--- config.mk ---
export PLATFORM = sky130hd
export DESIGN_NAME = irq_arbiter
export DESIGN_NICKNAME = d
export VERILOG_FILES = /design/src/rtl/irq_pkg.sv /design/src/rtl/irq_select.sv /design/src/rtl/irq_level.sv /design/src/rtl/irq_stacker.sv /design/src/rtl/irq_arbiter.sv
export SDC_FILE = /design/constraint.sdc
export NUM_CORES = 1
export LEC_CHECK = 0
export BUFFER_PORTS_ARGS = -buffer_cell sky130_fd_sc_hd__buf_4
export CORE_UTILIZATION = 49
export CTS_CLUSTER_DIAMETER = 120
export DETAILED_ROUTE_END_ITERATION = 7
export GPL_TIMING_DRIVEN = 0
export HOLD_SLACK_MARGIN = 0.06
export PLACE_DENSITY = 0.85
export SYNTH_ARGS = -nofsm -noshare
export SYNTH_HDL_FRONTEND = slang
export SYNTH_SLANG_ARGS = --single-unit
--- constraint.sdc ---
create_clock -name clk -period 3.2 [get_ports clk]
set_clock_uncertainty 0.15 [all_clocks]
set_input_delay 0.48 -clock clk [delete_from_list [all_inputs] [get_ports clk]]
set_output_delay 0.48 -clock clk [all_outputs]
set_load 0.05 [all_outputs]
--- src/rtl/irq_pkg.sv ---
package irq_pkg;
  localparam int NSRC   = 4;
  localparam int IDX_W  = $clog2(NSRC);
  localparam int SRC_T0 = 0;
  localparam int SRC_T1 = 1;

  typedef enum logic {ST_IDLE, ST_PUSH_HI} stk_st_e;

  // enable / priority bit owned by each source, in polling order
  function automatic int src_bit(input int k);
    case (k)
      0:       return 1;
      1:       return 3;
      2:       return 4;
      default: return 5;
    endcase
  endfunction

  // handler entry point sits 3 bytes into the 8-byte slot of the bit index
  function automatic int src_vec(input int k);
    return 8 * src_bit(k) + 3;
  endfunction
endpackage

--- src/rtl/irq_select.sv ---
module irq_select #(
  parameter int REG_W   = 8,
  parameter int GIE_BIT = 7
) (
  input  logic [irq_pkg::NSRC-1:0]  req,
  input  logic [REG_W-1:0]          en,
  input  logic [REG_W-1:0]          pri,
  input  logic [1:0]                lvl,
  output logic                      take,
  output logic                      take_hi,
  output logic [irq_pkg::IDX_W-1:0] take_idx
);
  localparam int NSRC  = irq_pkg::NSRC;
  localparam int IDX_W = irq_pkg::IDX_W;

  logic [NSRC-1:0] cand_hi, cand_lo;
  logic            allow_hi, allow_lo;

  for (genvar k = 0; k < NSRC; k++) begin : g_src
    localparam int B = irq_pkg::src_bit(k);
    assign cand_hi[k] = req[k] & en[B] &  pri[B];
    assign cand_lo[k] = req[k] & en[B] & ~pri[B];
  end

  assign allow_hi = en[GIE_BIT] & ~lvl[1];
  assign allow_lo = en[GIE_BIT] & (lvl == 2'b00);

  always_comb begin
    take     = 1'b0;
    take_hi  = 1'b0;
    take_idx = '0;
    // descending scans: the last hit (lowest index) wins; high scan overrides low
    if (allow_lo) begin
      for (int i = NSRC - 1; i >= 0; i--) begin
        if (cand_lo[i]) begin
          take     = 1'b1;
          take_hi  = 1'b0;
          take_idx = IDX_W'(i);
        end
      end
    end
    if (allow_hi) begin
      for (int i = NSRC - 1; i >= 0; i--) begin
        if (cand_hi[i]) begin
          take     = 1'b1;
          take_hi  = 1'b1;
          take_idx = IDX_W'(i);
        end
      end
    end
  end
endmodule

--- src/rtl/irq_level.sv ---
module irq_level (
  input  logic       clk,
  input  logic       rst,
  input  logic       accept,
  input  logic       acc_hi,
  input  logic       pop,
  output logic [1:0] lvl
);
  logic [1:0] after_pop;

  always_comb begin
    after_pop = lvl;
    if (pop) after_pop = lvl[1] ? {1'b0, lvl[0]} : 2'b00;
  end

  always_ff @(posedge clk) begin
    if (rst)         lvl <= 2'b00;
    else if (accept) lvl <= after_pop | (acc_hi ? 2'b10 : 2'b01);
    else             lvl <= after_pop;
  end
endmodule

--- src/rtl/irq_stacker.sv ---
module irq_stacker #(
  parameter int SP_W   = 8,
  parameter int BYTE_W = 8,
  localparam int PC_W  = 2 * BYTE_W
) (
  input  logic                      clk,
  input  logic                      rst,
  input  logic                      accept,
  input  logic [irq_pkg::IDX_W-1:0] idx,
  input  logic [PC_W-1:0]           pc_now,
  input  logic [SP_W-1:0]           sp_now,
  output logic                      busy,
  output logic                      vec_valid,
  output logic [PC_W-1:0]           vec_addr,
  output logic                      clr_t0,
  output logic                      clr_t1,
  output logic                      stk_we,
  output logic [SP_W-1:0]           stk_addr,
  output logic [BYTE_W-1:0]         stk_wdata,
  output logic                      sp_we,
  output logic [SP_W-1:0]           sp_wdata
);
  import irq_pkg::*;

  stk_st_e          st;
  logic [BYTE_W-1:0] hi_byte;
  logic [PC_W-1:0]   vtab [NSRC];

  for (genvar k = 0; k < NSRC; k++) begin : g_vec
    assign vtab[k] = PC_W'(src_vec(k));
  end

  assign busy = (st == ST_PUSH_HI);

  always_ff @(posedge clk) begin
    if (rst) begin
      st        <= ST_IDLE;
      vec_valid <= 1'b0;
      vec_addr  <= '0;
      clr_t0    <= 1'b0;
      clr_t1    <= 1'b0;
      stk_we    <= 1'b0;
      stk_addr  <= '0;
      stk_wdata <= '0;
      sp_we     <= 1'b0;
      sp_wdata  <= '0;
      hi_byte   <= '0;
    end else begin
      vec_valid <= 1'b0;
      clr_t0    <= 1'b0;
      clr_t1    <= 1'b0;
      stk_we    <= 1'b0;
      sp_we     <= 1'b0;
      case (st)
        ST_IDLE: begin
          if (accept) begin
            vec_valid <= 1'b1;
            vec_addr  <= vtab[idx];
            clr_t0    <= (idx == IDX_W'(SRC_T0));
            clr_t1    <= (idx == IDX_W'(SRC_T1));
            stk_we    <= 1'b1;
            stk_addr  <= sp_now + SP_W'(1);
            stk_wdata <= pc_now[BYTE_W-1:0];
            hi_byte   <= pc_now[PC_W-1:BYTE_W];
            st        <= ST_PUSH_HI;
          end
        end
        default: begin
          stk_we    <= 1'b1;
          stk_addr  <= stk_addr + SP_W'(1);
          stk_wdata <= hi_byte;
          sp_we     <= 1'b1;
          sp_wdata  <= stk_addr + SP_W'(1);
          st        <= ST_IDLE;
        end
      endcase
    end
  end
endmodule

--- src/rtl/irq_arbiter.sv ---
module irq_arbiter #(
  parameter int REG_W   = 8,
  parameter int GIE_BIT = 7,
  parameter int SP_W    = 8,
  parameter int BYTE_W  = 8,
  localparam int PC_W   = 2 * BYTE_W
) (
  input  logic              clk,
  input  logic              rst,
  input  logic [REG_W-1:0]  irq_en,
  input  logic [REG_W-1:0]  irq_pri,
  input  logic [REG_W-1:0]  tmr_ctl,
  input  logic [REG_W-1:0]  ser_stat,
  input  logic [REG_W-1:0]  t2_ctl,
  input  logic              ret_strobe,
  input  logic [PC_W-1:0]   pc_now,
  input  logic [SP_W-1:0]   sp_now,
  output logic              vec_valid,
  output logic [PC_W-1:0]   vec_addr,
  output logic              clr_t0_req,
  output logic              clr_t1_req,
  output logic              stk_we,
  output logic [SP_W-1:0]   stk_addr,
  output logic [BYTE_W-1:0] stk_wdata,
  output logic              sp_we,
  output logic [SP_W-1:0]   sp_wdata,
  output logic [1:0]        lvl_busy
);
  import irq_pkg::*;

  logic [NSRC-1:0]  req;
  logic             take, take_hi, busy, accept;
  logic [IDX_W-1:0] take_idx;

  // request lines in polling order
  assign req[0] = tmr_ctl[5];
  assign req[1] = tmr_ctl[7];
  assign req[2] = ser_stat[0] | ser_stat[1];
  assign req[3] = t2_ctl[7];

  assign accept = take & ~busy;

  irq_select #(.REG_W(REG_W), .GIE_BIT(GIE_BIT)) u_sel (
    .req(req), .en(irq_en), .pri(irq_pri), .lvl(lvl_busy),
    .take(take), .take_hi(take_hi), .take_idx(take_idx)
  );

  irq_level u_lvl (
    .clk(clk), .rst(rst), .accept(accept), .acc_hi(take_hi),
    .pop(ret_strobe), .lvl(lvl_busy)
  );

  irq_stacker #(.SP_W(SP_W), .BYTE_W(BYTE_W)) u_stk (
    .clk(clk), .rst(rst), .accept(accept), .idx(take_idx),
    .pc_now(pc_now), .sp_now(sp_now), .busy(busy),
    .vec_valid(vec_valid), .vec_addr(vec_addr),
    .clr_t0(clr_t0_req), .clr_t1(clr_t1_req),
    .stk_we(stk_we), .stk_addr(stk_addr), .stk_wdata(stk_wdata),
    .sp_we(sp_we), .sp_wdata(sp_wdata)
  );
endmodule

Word level (Yosys, flattened, before mapping)
Index checks and enable logic that the tools add are counted.

Bits of input ports: 67. Memories kept: 0. Word-level logic and storage cells: 85. Flip-flop bits (word level): 55. RAM bits: 0. Bits in read-only memories: 0. Bits in latches: 0.

$add $sub $neg: 2. Equality and inequality tests: 1. Div/mod/pow operators: 0. Muxes and demuxes: 39. Multiply operators: 0. Bitwise operators: 25. Shift operators: 0. $lt $le $gt $ge: 1. Reduce and logical (&&, ||, !) cells: 6.

Operator list (number): $bmux W16 S2 (1); $mux W16 (2); $mux W8 (4); $mux W2 (13); $mux W1 (19); $add A8 B1 Y8 const B (2); $and A1 B1 Y1 (15); $not A1 Y1 (7); $logic_not A2 Y1 (2); $ge A3 B3 Y1 const B (1); $not A2 Y3 (1); $reduce_or A3 Y1 (1); $eq A2 B1 Y1 const B (1); $or A2 B2 Y2 (1); $reduce_and A2 Y1 (1); $reduce_bool A2 Y1 (1); $reduce_or A2 Y1 (1); $or A1 B1 Y1 (1).

Logic depth before layout (Yosys ltp)
Depth in word-level cells: 16. Depth in mapped cells: 6. Mapped depth without buffers: 6.

By module
From an unflattened synthesis, not the netlist that was laid out.

Cells, all modules: 260. Area total of the unflattened synthesis: 2137.0 um^2.

Modules (own cells, without submodules): irq_stacker (sequential area each 820.8 um^2, instances 1, area each 1846.8 um^2, cells each 222); irq_select (sequential area each 0.0 um^2, instances 1, area each 197.7 um^2, cells each 27); irq_level (sequential area each 40.0 um^2, instances 1, area each 80.1 um^2, cells each 9); irq_arbiter (sequential area each 0.0 um^2, instances 1, area each 12.5 um^2, cells each 2).

Worst setup path before layout
No wires, ideal clock.

Path kind: input -> register. Start: in irq_pri[3]. End: reg u_stk.hi_byte[2]. Setup slack: 1206 ps. Data required time: 2918 ps. Stages on the path: 6. Data arrival time: 1712 ps. Path through: and3_1 -> o41ai_4 -> nor2_1 -> clkbuf_2 -> o21ai_0 -> a21oi_1.

Longest elaborated chain between the ends: 12.

RTL lines: from (decl) (RTL line irq_arbiter.sv:11) `input logic [REG_W-1:0] irq_pri,`; $not A1 Y1 (RTL line irq_select.sv:22) `assign cand_lo[k] = req[k] & en[B] & ~pri[B];`; $and A1 B1 Y1 (RTL line irq_select.sv:22); $mux W1 (2 in series) (RTL line irq_select.sv:35) `if (cand_lo[i]) begin`; $mux W1 (RTL line irq_select.sv:33) `if (allow_lo) begin`; $mux W1 (4 in series) (RTL line irq_select.sv:44) `if (cand_hi[i]) begin`; $mux W1 (*) (RTL line irq_select.sv:42) `if (allow_hi) begin`; $and A1 B1 Y1 (*) (RTL line irq_arbiter.sv:41) `assign accept = take & ~busy;`; $reduce_and A2 Y1 (no line) (*); to (signal assigned) (RTL line irq_stacker.sv:64) `hi_byte <= pc_now[PC_W-1:BYTE_W];`; to (decl) (RTL line irq_stacker.sv:26) `logic [BYTE_W-1:0] hi_byte;`.

Every way passes the cells marked *; elsewhere a longest branch is shown, timed or not. A chain may end at the register's enable or synchronous reset.

Final worst setup path
Start: in ser_stat[1]. End: reg u_stk.hi_byte[1].

Longest elaborated chain between the ends: 14.

RTL lines: from (decl) (RTL line irq_arbiter.sv:13) `input logic [REG_W-1:0] ser_stat,`; $or A1 B1 Y1 (*) (RTL line irq_arbiter.sv:38) `assign req[2] = ser_stat[0] | ser_stat[1];`; $and A1 B1 Y1 (*) (RTL line irq_select.sv:21, irq_select.sv:22); $and A1 B1 Y1 (RTL line irq_select.sv:22); $mux W1 (3 in series) (RTL line irq_select.sv:35); $mux W1 (RTL line irq_select.sv:33); $mux W1 (4 in series) (RTL line irq_select.sv:44); $mux W1 (*) (RTL line irq_select.sv:42); $and A1 B1 Y1 (*) (RTL line irq_arbiter.sv:41); $reduce_and A2 Y1 (no line) (*).

Marks and branches as above.

==> results by group <==
Place
  – Detailed placement HPWL: 4.502 mm
  – Routability cong.: 0.8779
  – PortBufs: 75
  – Placed cells: 409
  – Dpl ws: between 0.7 and 0.8 ns

Final layout
  – # diodes: 0
  – Area of the multi-input gates: between 1000 and 1500 um^2
  – FF+latch area: 860.8 um^2
  – Layout area overhead: 35.92%
  – Utilization after layout: 69.37%
  – Fillers: around 350
  – Final non-filler cell total: 417
  – Layout Nets: ~430
  – Layout cell share with drive strength beyond 1: between 20% and 30%

Flow run
  – Maxcap violations: 0

STA
  – RSZ-0062 raised after global routing: no
  – Worst-margin pin slew: 0.7034 ns
  – Max_slew headroom: 52.70%
  – Max-slew violation count: 0
  – Final setup viols: 0
  – Final hold vios: 0
  – Minimum clock period: between 2 and 2.5 ns
  – Final worst slack: 0.9970 ns
  – Fmax: 453.9 MHz
  – Crit share post-route: roughly 69%
  – Setup_tns: 0 ns
  – Hold_ws: 0.2908 ns

Clock tree
  – CTS resizes: 0
  – CTS tree: done
  – Worst-path clk slew: 0.08 ns
  – Worst-Skew Late Latency: approximately 0.30 ns
  – Post-CTS setup buffers: 0
  – CTS Hold Bufs: 0
  – CTS buffer count: 5
  – CTS Root Cell: clkbuf_8
  – Clock sink count: 43
  – Clk buf depth: 2
  – Htree depth: 2

Route
  – Vias per inst: 5.772
  – 1st-iter DRT viols: 177
  – Total Wirelength: 6.192 mm
  – Via count: 2407
  – # DRC: 0
  – Antenna viol nets, final: 0
  – DRT Pass-1 Iters: 5
  – Wire per inst: 14.85 um

Synthesis
  – Syn Inst Count: between 200 and 300
  – Total number of yosys warnings: 0
  – Top post-synthesis cells by area: dfxtp_1 (39%), nand3_1 (7.2%), o21ai_0 (5.0%)
  – Seq cells post-synth: 43
  – Ys flop type: dfxtp_1
  – Post-synth top area share: roughly two fifths
  – Post-synth EDFFs: 0
  – Sequential share of the synthesized area: 38.74%
  – Post-synth ARST share: 0%
  – Netlist cell types: 50
  – Mapped Area: 2222 um^2
  – Syn Area/Cell: slightly above 8 um^2
  – Yosys top cell by area: dfxtp_1

GRT
  – Remaining Overflow, GRT: 0
  – Vias in the first global route: about 2200
  – First-pass GRT wire length: 10.25 mm
  – Initial antenna violation count: 0
  – All-layer global routing usage: 26.05%
  – Largest net degree at the start of global routing: 14

Floorplan
  – Die area: 4808 um^2
  – Die Height: 69.34 um
  – Top Ports: 114
  – Core Region: 4354 um^2
  – Initial core utilization: 51.03%
  – Chip width: 69.34 um
  – Row cnt: 24

Worst setup path
  – Peak fanout along the critical path: 10
  – Worst path slowest cell: o41ai_4
  – CP bufs+invs: 2
  – R2R Path Start: u_lvl.lvl[1]
  – Startpoint types: primary input
  – Critical-path cell list: buf_4 -> o211a_1 -> o41ai_4 -> nor2_1 -> clkbuf_2 -> o21ai_0 -> a21oi_1
  – Worst EP required: 3.22 ns
  – Crit path DAT: 2.22 ns
  – CP Class: primary input to register
  – Crit path max-delay family: compound AO/OA/AOI/OAI gates
  – Worst setup EP type: register
  – Crit path from: ser_stat[1]
  – Critical Path Max Stage Delay: 0.65 ns

Run status
  – Status: complete, no violations

Power and ir drop
  – Lkg Pwr: 1.303 nW
  – Max VDD drop: 319.7 uV
  – Power per Cell Area: 563.2 nW/um^2

Worst hold path
  – Worst hold path startpoint: ret_strobe
  – Hold WC Path Type: primary input to register
## state kept, by name, summed over array words and instances, names as in the netlist
| name | flops |
|---|---|
| u_stk.stk_we | 1 |
| u_stk.sp_we | 1 |
| u_lvl.lvl | 2 |
| u_stk.vec_valid | 1 |
| u_stk.stk_addr | 8 |
| u_stk.hi_byte | 8 |
| u_stk.clr_t0 | 1 |
| u_stk.sp_wdata | 8 |
| u_stk.clr_t1 | 1 |
| u_stk.vec_addr | 4 |
| u_stk.stk_wdata | 8 |
## logic make-up (layout without fill, tap and decap cells)
logic type                 after synthesis  in the layout  share of synthesized area (%)
AOI/OAI and AO/OA                       78             78                          24.21
xor gates and xnor gates                10             10                          3.941
adders and majority gates                2              2                          1.126
buffers and inverters                   33            116                          8.164
DFF                                     43             43                          38.74
muxes                                    1              1                         0.4505
other                                    1             11                         0.1688
and+or+nand+nor                        104            104                          23.20
## worst reg2reg max path, delay by kind of cell, from the launching register on
kind	cells	cell delay (ns)
AND/OR/NAND/NOR	1	0.44
flip-flops	1	0.35
AO/OA/AOI/OAI	3	1.00
## routing by layer
layer	share of wire (%)	track usage, %	up-vias
li1	-	-	1157
met1	41	33.67	1108
met2	47	41.86	128
met3	9.2	5.959	14
met4	2.2	10.66	0
met5	0	0	-
## cell usage after synthesis (all sizes together) (3+ instances only)
master	instances
dfxtp	43
xnor2	4
o21ai	24
a211oi	3
and3	4
nand3	32
o221ai	4
or3	3
inv	4
nor2	22
nor3	3
clkbuf	11
o21a	3
nand2	22
nor3b	5
buf	18
a311oi	10
o211ai	5
a21oi	16
xor2	6
nand4	3
## area by class of cell
type | count | area share [%]
multi-input cells | 206 | 40.31
flip-flops and latches | 43 | 28.50
repair buffers | 75 | 18.64
plain buffers | 29 | 5.510
clock buffers | 6 | 2.403
well taps | 52 | 2.154
clock inverters | 2 | 1.988
inverters | 4 | 0.4971
## where the power goes
group / switching (mW) / internal [mW]
Sequential: 0.0437 / 0.592
Clock: 0.191 / 0.312
Combinational: 0.376 / 0.186
Total: 0.611 / 1.09
## path summary, 6_finish.rpt
path	end	slack [ns]	depth (start not counted)
worst max register to register	u_stk.vec_addr[5]	1.18	4
worst max-delay path	u_stk.hi_byte[1]	1.0	7
worst min register to register	u_stk.sp_wdata[6]	0.32	1
worst min-delay path	u_lvl.lvl[1]	0.29	4
## cell usage in the layout, fill, tap and decap left out, types with 2 or more instances in the layout
cell type  Yosys  final
buf_4         12     87
dfxtp_1       43     43
nand3_1       32     32
nand2_1       22     22
o21ai_0       22     22
nor2_1        21     21
a21oi_1       15     15
clkbuf_1      10     11
conb_1         1     11
a311oi_1      10     10
xor2_1         6      6
o211ai_1       5      5
nor3b_1        5      5
clkbuf_8       0      5
and3_1         4      4
inv_1          4      4
xnor2_1        4      4
o221ai_1       4      4
buf_2          3      3
nor3_1         3      3
a211oi_1       3      3
or3_1          3      3
nand4_1        3      3
o21a_1         3      3
o21ai_1        2      2
nand3b_1       2      2
buf_1          2      2
o2111ai_1      2      2
a31oi_1        2      2
nand2b_1       2      2
ha_1           2      2
bufinv_16      0      2
## metrics by stage
step | instance area [um^2] | total power, mW
floorplan | 2260 | 1.027
global placement | 2888 | 1.194
detailed placement | 2888 | 1.203
CTS | 3020 | 1.698
global route | 3020 | 1.770
finish | 3020 | 1.701
Power figures use the tool's default switching activity.
